**src/rtl/pbus_master.sv**
```systemverilog
module pbus_master #(
  parameter int AW = 14
) (
  input  logic          clk,
  input  logic          rst_n,
  input  logic          cfg_wr,
  input  logic [15:0]   cfg_wdata,
  output logic [15:0]   cfg_rdata,
  input  logic          addr_wr,
  input  logic [AW-1:0] addr_wdata,
  output logic [AW-1:0] addr_q,
  input  logic          dat_wr,
  input  logic [15:0]   dat_wdata,
  input  logic          dat_rd,
  output logic [15:0]   rd_data,
  output logic          busy,
  output logic          irq,
  output logic          bus_cs,
  output logic          bus_be,
  output logic          bus_rd,
  output logic          bus_wr,
  output logic          bus_dir,
  output logic          bus_en,
  output logic [AW-1:0] bus_addr,
  output logic [7:0]    bus_dout,
  output logic          bus_doe,
  input  logic [7:0]    bus_din
);

  localparam logic [AW-1:0] ONE = {{(AW-1){1'b0}}, 1'b1};

  typedef enum logic [1:0] {IDLE, SETUP, STRB, HOLD} st_t;

  st_t         st, first_st;
  logic [15:0] cfg_q;
  logic [3:0]  cnt, first_cnt;
  logic        hi, wr_op;
  logic [15:0] wbuf;
  logic [AW-1:0] addr_nx;

  wire [3:0] sw    = cfg_q[3:0];
  wire [1:0] su    = cfg_q[5:4];
  wire [1:0] ho    = cfg_q[7:6];
  wire       wide  = cfg_q[8];
  wire [1:0] step  = cfg_q[10:9];
  wire [1:0] irqm  = cfg_q[12:11];
  wire [1:0] style = cfg_q[14:13];

  assign busy      = (st != IDLE);
  assign cfg_rdata = cfg_q;

  wire start    = !busy && style[1] && (dat_wr || dat_rd);
  wire strobe   = (st == STRB);
  wire byte_end = (cnt == 4'd0) && ((strobe && sw == 4'd0) || st == HOLD);
  wire last     = byte_end && !(wide && !hi);

  assign first_st  = (sw == 4'd0) ? STRB : SETUP;
  assign first_cnt = (sw == 4'd0) ? 4'd0 : {2'b00, su};

  always_comb begin
    case (step)
      2'd1:    addr_nx = addr_q + ONE;
      2'd2:    addr_nx = addr_q - ONE;
      default: addr_nx = addr_q;
    endcase
  end

  always_ff @(posedge clk or negedge rst_n) begin
    if (!rst_n) begin
      st      <= IDLE;
      cfg_q   <= '0;
      addr_q  <= '0;
      cnt     <= '0;
      hi      <= 1'b0;
      wr_op   <= 1'b0;
      wbuf    <= '0;
      rd_data <= '0;
      irq     <= 1'b0;
    end else begin
      irq <= 1'b0;
      if (!busy && cfg_wr)  cfg_q  <= cfg_wdata & 16'h7FFF;
      if (!busy && addr_wr) addr_q <= addr_wdata;
      case (st)
        IDLE: if (start) begin
          st    <= first_st;
          cnt   <= first_cnt;
          hi    <= 1'b0;
          wr_op <= dat_wr;
          wbuf  <= dat_wdata;
        end
        SETUP: if (cnt == 4'd0) begin
          st  <= STRB;
          cnt <= sw;
        end else cnt <= cnt - 4'd1;
        STRB: if (cnt == 4'd0) begin
          if (!wr_op) begin
            if (hi) rd_data[15:8] <= bus_din;
            else    rd_data       <= {8'h00, bus_din};
          end
          if (sw != 4'd0) begin
            st  <= HOLD;
            cnt <= {2'b00, ho};
          end
        end else cnt <= cnt - 4'd1;
        HOLD: if (cnt != 4'd0) cnt <= cnt - 4'd1;
        default: st <= IDLE;
      endcase
      if (byte_end) begin
        addr_q <= addr_nx;
        if (last) begin
          st  <= IDLE;
          irq <= (irqm == 2'd1);
        end else begin
          hi  <= 1'b1;
          st  <= first_st;
          cnt <= first_cnt;
        end
      end
    end
  end

  assign bus_cs   = busy;
  assign bus_be   = busy;
  assign bus_addr = addr_q;
  assign bus_rd   = strobe && !style[0] && !wr_op;
  assign bus_wr   = strobe && !style[0] && wr_op;
  assign bus_en   = strobe && style[0];
  assign bus_dir  = busy && style[0] && wr_op;
  assign bus_doe  = busy && wr_op;
  assign bus_dout = hi ? wbuf[15:8] : wbuf[7:0];

endmodule

```
**config.mk**
```make
export PLATFORM = sky130hd
export DESIGN_NAME = pbus_master
export DESIGN_NICKNAME = d
export VERILOG_FILES = /design/src/rtl/pbus_master.sv
export SDC_FILE = /design/constraint.sdc
export NUM_CORES = 1
export LEC_CHECK = 0
export BUFFER_PORTS_ARGS = -buffer_cell sky130_fd_sc_hd__buf_2
export CAP_MARGIN = 10
export CORE_UTILIZATION = 48
export CTS_BUF_LIST = sky130_fd_sc_hd__clkbuf_8
export CTS_CLUSTER_SIZE = 30
export DETAILED_ROUTE_END_ITERATION = 10
export PLACE_DENSITY_LB_ADDON = 0.2
export RECOVER_POWER = 25
export SLEW_MARGIN = 15
export SYNTH_ARGS = -nofsm -noshare
export SYNTH_HDL_FRONTEND = slang
export SYNTH_SLANG_ARGS = --single-unit
```
**constraint.sdc**
```tcl
create_clock -name clk -period 2.7 [get_ports clk]
set_input_delay 0.27 -clock clk [delete_from_list [all_inputs] [get_ports clk]]
set_output_delay 0.27 -clock clk [all_outputs]
set_load 0.03 [all_outputs]
```
## Word level (Yosys, flattened, before mapping)

Index checks and enable logic that the tools add are counted.

- Add/subtract/negate cells: 3
- Multipliers: 0
- Divide/modulo/power cells: 0
- $lt $le $gt $ge: 0
- Equal/unequal tests: 11
- Shift operators: 0
- Multiplexer cells: 28
- Bitwise logic cells: 2
- Reduce and logical (&&, ||, !) cells: 35

Operators with widths:

| cell | number |
|---|---|
| 14-bit two-way mux | 2 |
| 4-bit two-way mux | 7 |
| 14-bit one-hot mux with 2 select lines | 1 |
| 2-bit two-way mux | 8 |
| 8-bit two-way mux | 2 |
| 4-bit one-hot mux with 4 select lines | 1 |
| 1-bit logical AND | 15 |
| 14-bit by 1-bit adder with 14-bit output (second input constant) | 1 |
| 14-bit by 1-bit subtractor with 14-bit output (second input constant) | 1 |
| 4-bit nonzero test | 3 |
| 3-bit by 1-bit != test with 1-bit output (second input constant) | 3 |
| 4-bit zero test | 2 |
| 2-bit by 1-bit equality test with 1-bit output (second input constant) | 3 |
| 2-bit equality test (second input constant) | 3 |
| 1-bit two-way mux | 6 |
| 3-bit != test (second input constant) | 2 |
| 2-bit one-hot mux with 3 select lines | 1 |
| 1-bit zero test | 5 |
| 5-bit AND reduction | 1 |
| 2-bit AND reduction | 2 |
| 4-bit AND reduction | 1 |
| 2-bit nonzero test | 2 |
| 4-bit by 1-bit subtractor with 4-bit output (second input constant) | 1 |
| 3-bit AND reduction | 1 |
| 3 further kinds | 5 |

- Bits in registers: 70
- Bits in latches: 0
- Bits in writable memories: 0
- Memory bits (read-only): 0
- Input port bits: 60
- Output and inout port bits: 77
- Logic and storage cells: 89
- Memories kept: 0

## Longest topological paths before layout

Gate-level depths: netlist of run 1.

- Depth after elaboration: 8
- Gate-level depth with buffers: 14

## Worst setup path before layout of run 1

OpenSTA, ideal clock, no wires.

- Kind: register to register
- Start point: reg cfg_q[9], in the netlist cfg_rdata[9]
- End point: reg addr_q[12]
- Library setup time: 135 ps
- Arrival: 2784 ps
- Data required time: 2565 ps
- Setup slack: -219 ps
- Cell stages (with the launch flop): 15
- Path buffers: 4
- Cells stage by stage: dfrtp_1 > inv_1 > ha_1 > buf_6 > buf_6 > buf_8 > buf_2 > xor2_1 > ha_1 > nand4bb_1 > nand4_2 > a2111o_1 > nand4_1 > mux2i_1 > a32oi_1

- Word-level cells in the longest chain between the ends: 3
- Elaborated cells between the ends (all ways): 6

Ends and longest elaborated chain:

| element | line | source |
|---|---|---|
| from (decl) | 35 | `logic [15:0] cfg_q;` |
| from (signal assigned) | 81 | `if (!busy && cfg_wr) cfg_q <= cfg_wdata & 16'h7FFF;` |
| 2-bit equality test / 2-bit by 1-bit equality test with 1-bit output (equally long branches) | 61 | `case (step)` |
| 14-bit one-hot mux with 2 select lines / 3-bit by 1-bit != test with 1-bit output (equally long branches) | -- |  |
| 14-bit two-way mux / 2-bit AND reduction (equally long branches) | -- |  |
| to (signal assigned) | 82 | `if (!busy && addr_wr) addr_q <= addr_wdata;` |
| to (signal assigned) | 109 | `addr_q <= addr_nx;` |
| to (decl) | 11 | `output logic [AW-1:0] addr_q,` |

Several ways; a longest one is shown, not always the timed one.
A chain may end at the register's enable or synchronous reset.

## Worst setup path after layout of run 1

Ends and elaborated chain as after synthesis.

==> impl_metrics.env, run 1 <==
export IMPL_status="finished with violations"
export IMPL_failed_checks="DRC"
export IMPL_coreArea_um2=8850
export IMPL_dr_pass1_iters=7
export IMPL_power_density_nw_per_um2=1530
export IMPL_cts_setup_buffers=0
export IMPL_synth_edf_count=0
export IMPL_drc=6
export IMPL_hp_class="input port to flip-flop"
export IMPL_holdWs_ps=147
export IMPL_leakage_nw=2.36
export IMPL_wl_met3_um=550
export IMPL_grt_max_degree=47
export IMPL_vias=3840
export IMPL_final_cells=677
export IMPL_synthArstFlopShare=1.00
export IMPL_required_ps=2920
export IMPL_worstSetupPathType="flip-flop to flip-flop"
export IMPL_fmax_mhz=414
export IMPL_rows=34
export IMPL_routed_wirelength_um=11000
export IMPL_startpoint_type="flip-flop"
export IMPL_seqPwrFrac=0.272
export IMPL_p_total_mw=8.01
export IMPL_irDropWorstVdd_v=0.000815
export IMPL_cts_tree="yes"
export IMPL_ant_nets=0
export IMPL_start_util=0.501
export IMPL_die_height_um=98.1
export IMPL_antenna_found_initial=0
export IMPL_wl_met1_um=4640
export IMPL_area_growth_pct=18.4
export IMPL_worstMarginPinSlew_ps=1330
export IMPL_switching_power_mw=4.12
export IMPL_post_cts_resized=0
export IMPL_cp_arrival_ps=2640
export IMPL_fin_crit_sh=0.896
export IMPL_drive_gt1_frac=0.364
export IMPL_yosysWarningCount=0
export IMPL_ys_flop_type="dfrtp_1"
export IMPL_fin_nets=633
export IMPL_drv_slew=0
export IMPL_synth_nets=522
export IMPL_maxUsedRoutingLayer="met4"
export IMPL_critPathMaxFanout=27
export IMPL_pwr_share_comb=0.604
export IMPL_gp_congestion=0.889
export IMPL_stdcell_area_um2=5240
export IMPL_synth_top_family_by_area="simple AND/OR/NAND/NOR gates"
export IMPL_hold_viol=0
export IMPL_cts_made_buffers=9
export IMPL_dp_hpwl_um=7990
export IMPL_overflow=0
export IMPL_synthCells=453
export IMPL_wire_per_inst_um=16.2
export IMPL_synth_area_um2=4430
export IMPL_rsz0062_at_grt="no"
export IMPL_syn_avg_cell_area_um2=9.78
export IMPL_synth_xor_area_frac=0.0138
export IMPL_grt_pass1_vias=3791
export IMPL_setup_viol=0
export IMPL_path_clk_slew_ps=90
export IMPL_p_sw_frac=0.515
export IMPL_track_usage=0.242
export IMPL_timing_final_ws_setup_ps=282
export IMPL_clock_sinks=70
export IMPL_diodes=0
export IMPL_synthMuxAreaShare=0.145
export IMPL_cts_max_level=3
export IMPL_period_needed_ps=2420
export IMPL_synth_distinct_cells=74
export IMPL_clockBufferDepth=2
export IMPL_reg2reg_slack_ps=280
export IMPL_place_area_um2=5040
export IMPL_synthSimpleGateAreaFrac=0.177
export IMPL_fillers=821
export IMPL_met2_length_um=5650
export IMPL_relSlewSlack=0.111
export IMPL_port_buffers=134
export IMPL_placedCellCount=660
export IMPL_synthAdderAreaFrac=0.0254
export IMPL_pwr_share_clk=0.124
export IMPL_p_int_mw=3.89
export IMPL_maxCapViolCount=0
export IMPL_end_kind="flip-flop"
export IMPL_fin_setup_tns_ps=0
export IMPL_viasPerCell=5.67
export IMPL_pin_count=137
export IMPL_synth_seq_cells=70
export IMPL_skew_ps=10.5
export IMPL_pre_cts_slack_ps=274
export IMPL_clock_root_buffer="clkbuf_8"
export IMPL_drtIter0Drc=135
export IMPL_synth_compound_area_frac=0.162
export IMPL_grt_pass1_wl_um=18500
export IMPL_die_x_um=98.1
export IMPL_final_util=0.592
export IMPL_ys_seq_area_frac=0.395
export IMPL_dieArea_um2=9620
export IMPL_worstSkewPairLatency_ps=350
## repair_timing
action	in CTS	in global routing
hold endpoints to repair	24	0
setup endpoints to repair	0	0
hold buffers	1	0
## cells in the final DEF (no fill, tap or decap), drive strengths merged, types with 3 or more instances in the layout
| cell type | instances |
|---|---|
| clkbuf | 33 |
| mux2i | 9 |
| nor3 | 16 |
| nor2 | 27 |
| mux2 | 49 |
| nand3 | 12 |
| and3 | 3 |
| buf | 122 |
| xnor2 | 4 |
| dfrtp | 70 |
| a211oi | 3 |
| ha | 9 |
| nor3b | 6 |
| o21ai | 23 |
| nor4 | 3 |
| xor2 | 3 |
| a31oi | 6 |
| o221a | 3 |
| o22ai | 11 |
| or3 | 3 |
| nand4 | 3 |
| and2 | 4 |
| nor2b | 3 |
| a32oi | 5 |
| a22oi | 4 |
| a21oi | 20 |
| o211ai | 4 |
| inv | 15 |
| and3b | 3 |
| a21o | 4 |
| nand2 | 50 |
## per-layer routing
| metal | track usage | up-vias |
|---|---|---|
| met4 | 0.0897 | 0 |
| met3 | 0.0336 | 10 |
| met5 | 0 | - |
| met1 | 0.304 | 1856 |
| li1 | - | 1853 |
| met2 | 0.422 | 121 |
## power by group through the flow
stage / Sequential, mW / Combinational, mW / Clock [mW]
4_1_cts: 2.17 / 4.90 / 1.01
6_report: 2.18 / 4.84 / 0.991
2_1_floorplan: 2.56 / 3.46 / 0
5_1_grt: 2.27 / 5.29 / 1.06
3_3_place_gp: 2.15 / 4.80 / 0
3_5_place_dp: 2.19 / 4.87 / 0
## logic make-up (layout without fill, tap and decap cells)
| family | count (synthesis) | count (layout) |
|---|---|---|
| other | 1 | 1 |
| multiplexers | 58 | 58 |
| XOR/XNOR | 7 | 7 |
| adder cells (fa/ha/maj) | 9 | 9 |
| AND/OR/NAND/NOR | 144 | 144 |
| buffers and inverters | 60 | 176 |
| flip-flops | 70 | 70 |
| AO/OA/AOI/OAI | 104 | 104 |
## cell type report
cell class	count	area, um2	area share
clock buffer	9	124	0.0236
clock inverter	7	105	0.0200
inverter	13	48.8	0.00931
multi-input combinational	323	2330	0.445
sequential	70	1750	0.335
tap	108	135	0.0258
timing repair buffer	147	742	0.142
## cells in the mapped netlist, types with 8 or more instances
library cell,n,area (um2)
dfrtp_1,70,1750
nand2_1,48,180
mux2_2,40,450
nor2_1,24,90.1
buf_4,22,165
a21oi_1,19,95.1
o21ai_0,19,95.1
nor3_1,13,65.1
clkbuf_1,12,45.0
inv_1,11,41.3
nand3_1,11,55.1
o22ai_1,11,68.8
ha_1,9,113
mux2_1,9,101
mux2i_1,9,90.1
buf_2,8,40.0
## path summary, 6_finish.rpt
check | from | cells past startpoint | to
max in group asynchronous | rst_n | 3 | cfg_rdata[9]
min in group asynchronous | rst_n | 2 | rd_data[15]
hold reg to reg | rd_data[0] | 1 | rd_data[0]
hold / removal | dat_wdata[15] | 2 | wbuf[15]
setup / recovery | cfg_rdata[9] | 10 | addr_q[12]
setup reg to reg | cfg_rdata[9] | 10 | addr_q[12]
## state kept, by name, summed over array words and instances (netlist names)
name and cells:
st 2, wbuf 16, wr_op 1, irq 1, addr_q 14, cfg_rdata 15
hi 1, rd_data 16, cnt 4
## critical path, cell delays in order (launching register included)
cell and delay, ps:
dfrtp_2 420, inv_2 80, ha_4 320, xor2_1 120
ha_2 200, nand4b_1 110, nand4_2 210, a2111o_1 460
nand4_1 90, mux2i_1 200, a32oi_1 70
Note: power is estimated with default switching activity, not from simulation.
==> run 2, diff against run 1 <==
- BUFFER_PORTS_ARGS: -buffer_cell sky130_fd_sc_hd__buf_2 -> -buffer_cell sky130_fd_sc_hd__clkbuf_2
- CELL_PAD_IN_SITES_DETAIL_PLACEMENT: unset -> 0
- CELL_PAD_IN_SITES_GLOBAL_PLACEMENT: unset -> 1
- CORE_UTILIZATION: 48 -> 36
==> run 2 against run 1 <==
The run ends with capacitance limit, slew limit left. Largest power group unchanged. Sequential cell count stayed put. Critical path type unchanged. Cell count is 5.8% higher. Critical endpoint unchanged. Largest cell class unchanged. Highest routed layer unchanged. Worst hold slack better by 3.6 ps.
==> impl_metrics.env, run 2 (same netlist as run 1, synthesis figures left out) <==
export IMPL_cts_setup_buffers=0
export IMPL_status="finished with violations"
export IMPL_cp_arrival_ps=2700
export IMPL_rows=40
export IMPL_end_kind="flip-flop"
export IMPL_start_util=0.369
export IMPL_cts_max_level=3
export IMPL_p_total_mw=7.84
export IMPL_die_x_um=113
export IMPL_die_height_um=113
export IMPL_skew_ps=7.78
export IMPL_crit_start="cfg_rdata[9]"
export IMPL_fmax_mhz=403
export IMPL_required_ps=2920
export IMPL_maxCapViolCount=1
export IMPL_drv_slew=71
export IMPL_gp_congestion=0.799
export IMPL_seqPwrFrac=0.280
export IMPL_clock_sinks=70
export IMPL_pwr_share_clk=0.099
export IMPL_reg2reg_slack_ps=220
export IMPL_routed_wirelength_um=11400
export IMPL_switching_power_mw=4.10
export IMPL_coreArea_um2=12000
export IMPL_path_clk_slew_ps=80
export IMPL_worstSkewPairLatency_ps=350
export IMPL_irDropWorstVdd_v=0.000694
export IMPL_leakage_nw=2.44
export IMPL_fin_nets=633
export IMPL_vias=3842
export IMPL_p_sw_frac=0.523
export IMPL_fin_setup_tns_ps=0
export IMPL_hold_viol=0
export IMPL_drtIter0Drc=132
export IMPL_area_growth_pct=18.8
export IMPL_failed_checks="capacitance limit, slew limit"
export IMPL_fillers=1235
export IMPL_startpoint_type="flip-flop"
export IMPL_viasPerCell=5.37
export IMPL_cts_hold_buffers=0
export IMPL_holdWs_ps=151
export IMPL_drc=0
export IMPL_overflow=0
export IMPL_final_cell_mix="134 x clkbuf_2, 68 x dfrtp_1, 48 x nand2_1"
export IMPL_track_usage=0.188
export IMPL_worstSetupEndpoint="addr_q[12]"
export IMPL_ant_nets=0
export IMPL_grt_pass1_wl_um=18700
export IMPL_cts_made_buffers=9
export IMPL_pin_count=137
export IMPL_clockBufferDepth=2
export IMPL_p_int_mw=3.74
export IMPL_rsz0062_at_grt="no"
export IMPL_relSlewSlack=-0.185
export IMPL_wire_per_inst_um=15.9
export IMPL_pwr_share_comb=0.620
export IMPL_reg2reg_to="addr_q[12]"
export IMPL_hp_class="input port to flip-flop"
export IMPL_r2r_start="cfg_rdata[9]"
export IMPL_clock_root_buffer="clkbuf_8"
export IMPL_port_buffers=134
export IMPL_dr_pass1_iters=4
export IMPL_antenna_found_initial=0
export IMPL_grt_pass1_vias=3707
export IMPL_grt_max_degree=71
export IMPL_diodes=0
export IMPL_setup_viol=0
export IMPL_drive_gt1_frac=0.404
export IMPL_dp_hpwl_um=8240
export IMPL_worstMarginPinSlew_ps=1780
export IMPL_cts_tree="yes"
export IMPL_fin_crit_sh=0.919
export IMPL_post_cts_resized=0
export IMPL_power_density_nw_per_um2=1490
export IMPL_r2r_cells=10
export IMPL_critPathMaxFanout=25
export IMPL_period_needed_ps=2480
export IMPL_final_common_cell="clkbuf_2"
export IMPL_dieArea_um2=12800
export IMPL_worstSetupPathType="flip-flop to flip-flop"
## run 2: cell count changes in the layout (fill, tap and decap cells not counted), moves of 2 or more
| cell | before | now |
|---|---|---|
| buf_2 | 111 | 1 |
| bufinv_16 | 2 | 0 |
| clkbuf_1 | 23 | 0 |
| clkbuf_2 | 0 | 134 |
| clkinv_2 | 0 | 2 |
## run 2: worst min-delay path by stage
| stage | from | end | slack, ps | cells after the start |
|---|---|---|---|---|
| after floorplan | rst_n | addr_q[0] | -30 | 0 |
| after global placement | cfg_rdata[12] | irq | 450 | 1 |
| after detailed placement | cfg_rdata[12] | irq | 450 | 1 |
| after CTS | bus_din[5] | rd_data[5] | 140 | 2 |
| after global routing | cfg_wdata[9] | cfg_rdata[9] | 140 | 2 |
| final | cfg_wdata[10] | cfg_rdata[10] | 150 | 2 |
## run 2: worst max-delay path: stages, from the launching register on
cell	delay, ps
dfrtp_2	420
inv_2	80
ha_4	310
xor2_1	120
ha_2	200
nand4b_1	100
nand4_2	250
a2111o_1	480
nand4_1	110
mux2i_1	200
a32oi_1	70
## run 2: power groups by stage
stage               Combinational [mW]  Sequential, mW  Clock (mW)
finish                            4.87            2.20       0.779
global route                      5.32            2.30       0.846
CTS                               4.91            2.20       0.805
detailed placement                4.89            2.22           0
global placement                  4.86            2.19           0
floorplan                         3.46            2.56           0
## run 2: cell type report
cell class,count,area (um2),share of cell area
Tap cell,147,184,0.0350
Clock buffer,10,138,0.0262
Timing Repair Buffer,147,766,0.146
Inverter,13,48.8,0.00927
Clock inverter,6,37.5,0.00713
Multi-Input combinational cell,323,2330,0.444
Sequential cell,70,1750,0.333
## run 2: per-layer routing
metal	share of wire	GRT usage	up-vias
li1	-	-	1855
met1	0.44	0.235	1863
met2	0.50	0.325	108
met3	0.043	0.0284	16
met4	0.018	0.0746	0
met5	0	0	-
## run 2: stage by stage
| stage | utilization | std cells | instance area [um2] | setup slack (ps) |
|---|---|---|---|---|
| finish | 0.438 | 716 | 5260 | 220 |
| global route | 0.438 | 716 | 5260 | 72.8 |
| CTS | 0.438 | 716 | 5260 | 237 |
| detailed placement | 0.424 | 700 | 5090 | 259 |
| global placement | 0.424 | 700 | 5090 | 272 |
| floorplan | - | 453 | 4450 | 17.4 |
==> run 3, diff against run 2 <==
- ABC_AREA: unset -> 1
- BUFFER_PORTS_ARGS: -buffer_cell sky130_fd_sc_hd__clkbuf_2 -> unset
- CORE_UTILIZATION: 36 -> 42
- DONT_BUFFER_PORTS: unset -> 1
==> run 3 against run 2 <==
The flow still finishes with violations (capacitance limit, slew limit). Largest cell class unchanged. Critical path type unchanged. Register-to-register slack improved by 170 ps. Fmax increased by 7.2%. Synthesized cell count increased by 32%. Sequential power increased by 15%.
==> impl_metrics.env, run 3 <==
export IMPL_cts_max_level=3
export IMPL_irDropWorstVdd_v=0.000785
export IMPL_synth_nets=666
export IMPL_rsz0062_at_grt="no"
export IMPL_synth_seq_cells=70
export IMPL_leakage_nw=2.41
export IMPL_grt_pass1_wl_um=18000
export IMPL_syn_avg_cell_area_um2=7.31
export IMPL_cts_tree="yes"
export IMPL_track_usage=0.208
export IMPL_synth_commonest_cells="212 x nand2_1, 70 x dfrtp_1, 58 x nor2_1"
export IMPL_fin_crit_sh=0.857
export IMPL_drive_gt1_frac=0.147
export IMPL_worstSkewPairLatency_ps=340
export IMPL_crit_chain="inv_1 > ha_1 > inv_2 > o21ai_2 > nand2_1 > or2_1 > nand2_4 > inv_2 > nor2_1 > nand2_1 > nand2_1"
export IMPL_hold_viol=0
export IMPL_coreArea_um2=9910
export IMPL_clock_sinks=70
export IMPL_cts_setup_buffers=0
export IMPL_slowest_stage="dfrtp_1"
export IMPL_end_kind="flip-flop"
export IMPL_synth_area_leaders="dfrtp_1 40%, nand2_1 18%, mux2_2 5.2%"
export IMPL_holdWs_ps=35.9
export IMPL_synthCells=597
export IMPL_die_x_um=104
export IMPL_period_needed_ps=2310
export IMPL_cp_slowest_stage_delay_ps=430
export IMPL_power_density_nw_per_um2=1500
export IMPL_wire_per_inst_um=14.7
export IMPL_setup_viol=0
export IMPL_path_clk_slew_ps=80
export IMPL_yosysWarningCount=0
export IMPL_rows=36
export IMPL_gp_congestion=0.870
export IMPL_dr_pass1_iters=4
export IMPL_routed_wirelength_um=10900
export IMPL_status="finished with violations"
export IMPL_final_common_cell="nand2_1"
export IMPL_final_cell_mix="212 x nand2_1, 70 x dfrtp_1, 58 x nor2_1"
export IMPL_ant_nets=0
export IMPL_viasPerCell=5.06
export IMPL_synth_top_cell_area_share=0.401
export IMPL_synth_most_common_cell="nand2_1"
export IMPL_ys_flop_type="dfrtp_1"
export IMPL_hp_class="input port to flip-flop"
export IMPL_dieArea_um2=10800
export IMPL_synthArstFlopShare=1.00
export IMPL_cpMostUsedCell="nand2_1"
export IMPL_start_util=0.441
export IMPL_skew_ps=7.44
export IMPL_failed_checks="capacitance limit, slew limit"
export IMPL_cp_arrival_ps=2600
export IMPL_synth_area_leader_cell="dfrtp_1"
export IMPL_fin_nets=669
export IMPL_worstMarginPinSlew_ps=1790
export IMPL_die_height_um=104
export IMPL_area_growth_pct=8.60
export IMPL_ys_seq_area_frac=0.401
export IMPL_startpoint_type="flip-flop"
export IMPL_grt_pass1_vias=3706
export IMPL_synth_distinct_cells=39
export IMPL_cts_hold_buffers=2
export IMPL_drtIter0Drc=204
export IMPL_cts_made_buffers=9
export IMPL_final_util=0.479
export IMPL_clockBufferDepth=2
export IMPL_drc=0
export IMPL_clock_root_buffer="clkbuf_8"
export IMPL_port_buffers=0
export IMPL_overflow=0
export IMPL_pin_count=137
export IMPL_grt_max_degree=71
export IMPL_dp_hpwl_um=7940
export IMPL_post_cts_resized=0
export IMPL_vias=3737
export IMPL_fin_setup_tns_ps=0
export IMPL_synth_edf_count=0
export IMPL_critPathMaxFanout=16
export IMPL_fmax_mhz=432
export IMPL_synth_area_um2=4370
export IMPL_required_ps=2990
export IMPL_relSlewSlack=-0.194
export IMPL_maxCapViolCount=1
export IMPL_drv_slew=71
export IMPL_worstSetupPathType="flip-flop to flip-flop"
export IMPL_antenna_found_initial=1
[run 3: cell types whose count changed after synthesis, moves of 9 or more]
| cell | delta |
|---|---|
| nor3_1 | -10 |
| mux2i_1 | -9 |
| nand3_1 | +24 |
| nand2_1 | +164 |
| nor2_1 | +34 |
| mux2_2 | -20 |
| inv_1 | +40 |
[run 3: power breakdown]
part,total (mW),leakage [nW],switching [mW],internal [mW]
logic,3.58,1.46,2.43,1.16
clock network,0.966,0.114,0.421,0.544
registers,2.54,0.836,0.994,1.55
[run 3: layer usage]
metal  track usage  vias up  share of wire
li1              -     1881              -
met1         0.247     1748           0.43
met2         0.365       93           0.49
met3        0.0539       15          0.059
met4        0.0714        0          0.015
met5             0        -              0
[run 3: path summary, 6_finish.rpt]
check,start,end,slack [ps],cells after the start
worst max-delay path,st[0],addr_q[12],390,11
worst min-delay path,dat_wdata[9],wbuf[9],40,2
worst max register to register,st[0],addr_q[12],390,11
worst min register to register,wbuf[7],wbuf[7],470,2
max in group asynchronous,rst_n,wbuf[4],630,2
min in group asynchronous,rst_n,hi,1000,2
[run 3: stage by stage]
stage                     power (mW)  area (um2)  std cells  worst slack, ps
after global routing            7.67        4740        738              185
after floorplan                 5.47        4370        597              436
final                           7.09        4740        739              387
after CTS                       7.15        4760        738              394
after detailed placement        6.14        4500        720              414
after global placement          6.08        4500        720              516
[run 3: critical path, delay by kind of cell (launching register included)]
kind,cells,cell delay (ps)
buffers and inverters,3,410
DFF,1,430
adders and majority gates,1,310
AOI/OAI and AO/OA,1,160
and+or+nand+nor,6,950
[run 3: kinds of logic after synthesis]
kind of cell / after synthesis / share of synthesized area
adder cells (fa/ha/maj): 9 / 0.0258
flip-flops: 70 / 0.401
AO/OA/AOI/OAI: 65 / 0.0845
buffers and inverters: 93 / 0.102
multiplexers: 22 / 0.0567
AND/OR/NAND/NOR: 333 / 0.321
XOR/XNOR: 4 / 0.00802
other: 1 / 0.000859
[run 3: area by class of cell]
class / instances / area [um2]
Tap cell: 133 / 166
Timing Repair Buffer: 26 / 208
Sequential cell: 70 / 1750
Multi-Input combinational cell: 434 / 2170
Clock buffer: 10 / 138
Antenna cell: 1 / 2.50
Fill cell: 1053 / 5170
Inverter: 59 / 223
Clock inverter: 6 / 85.1
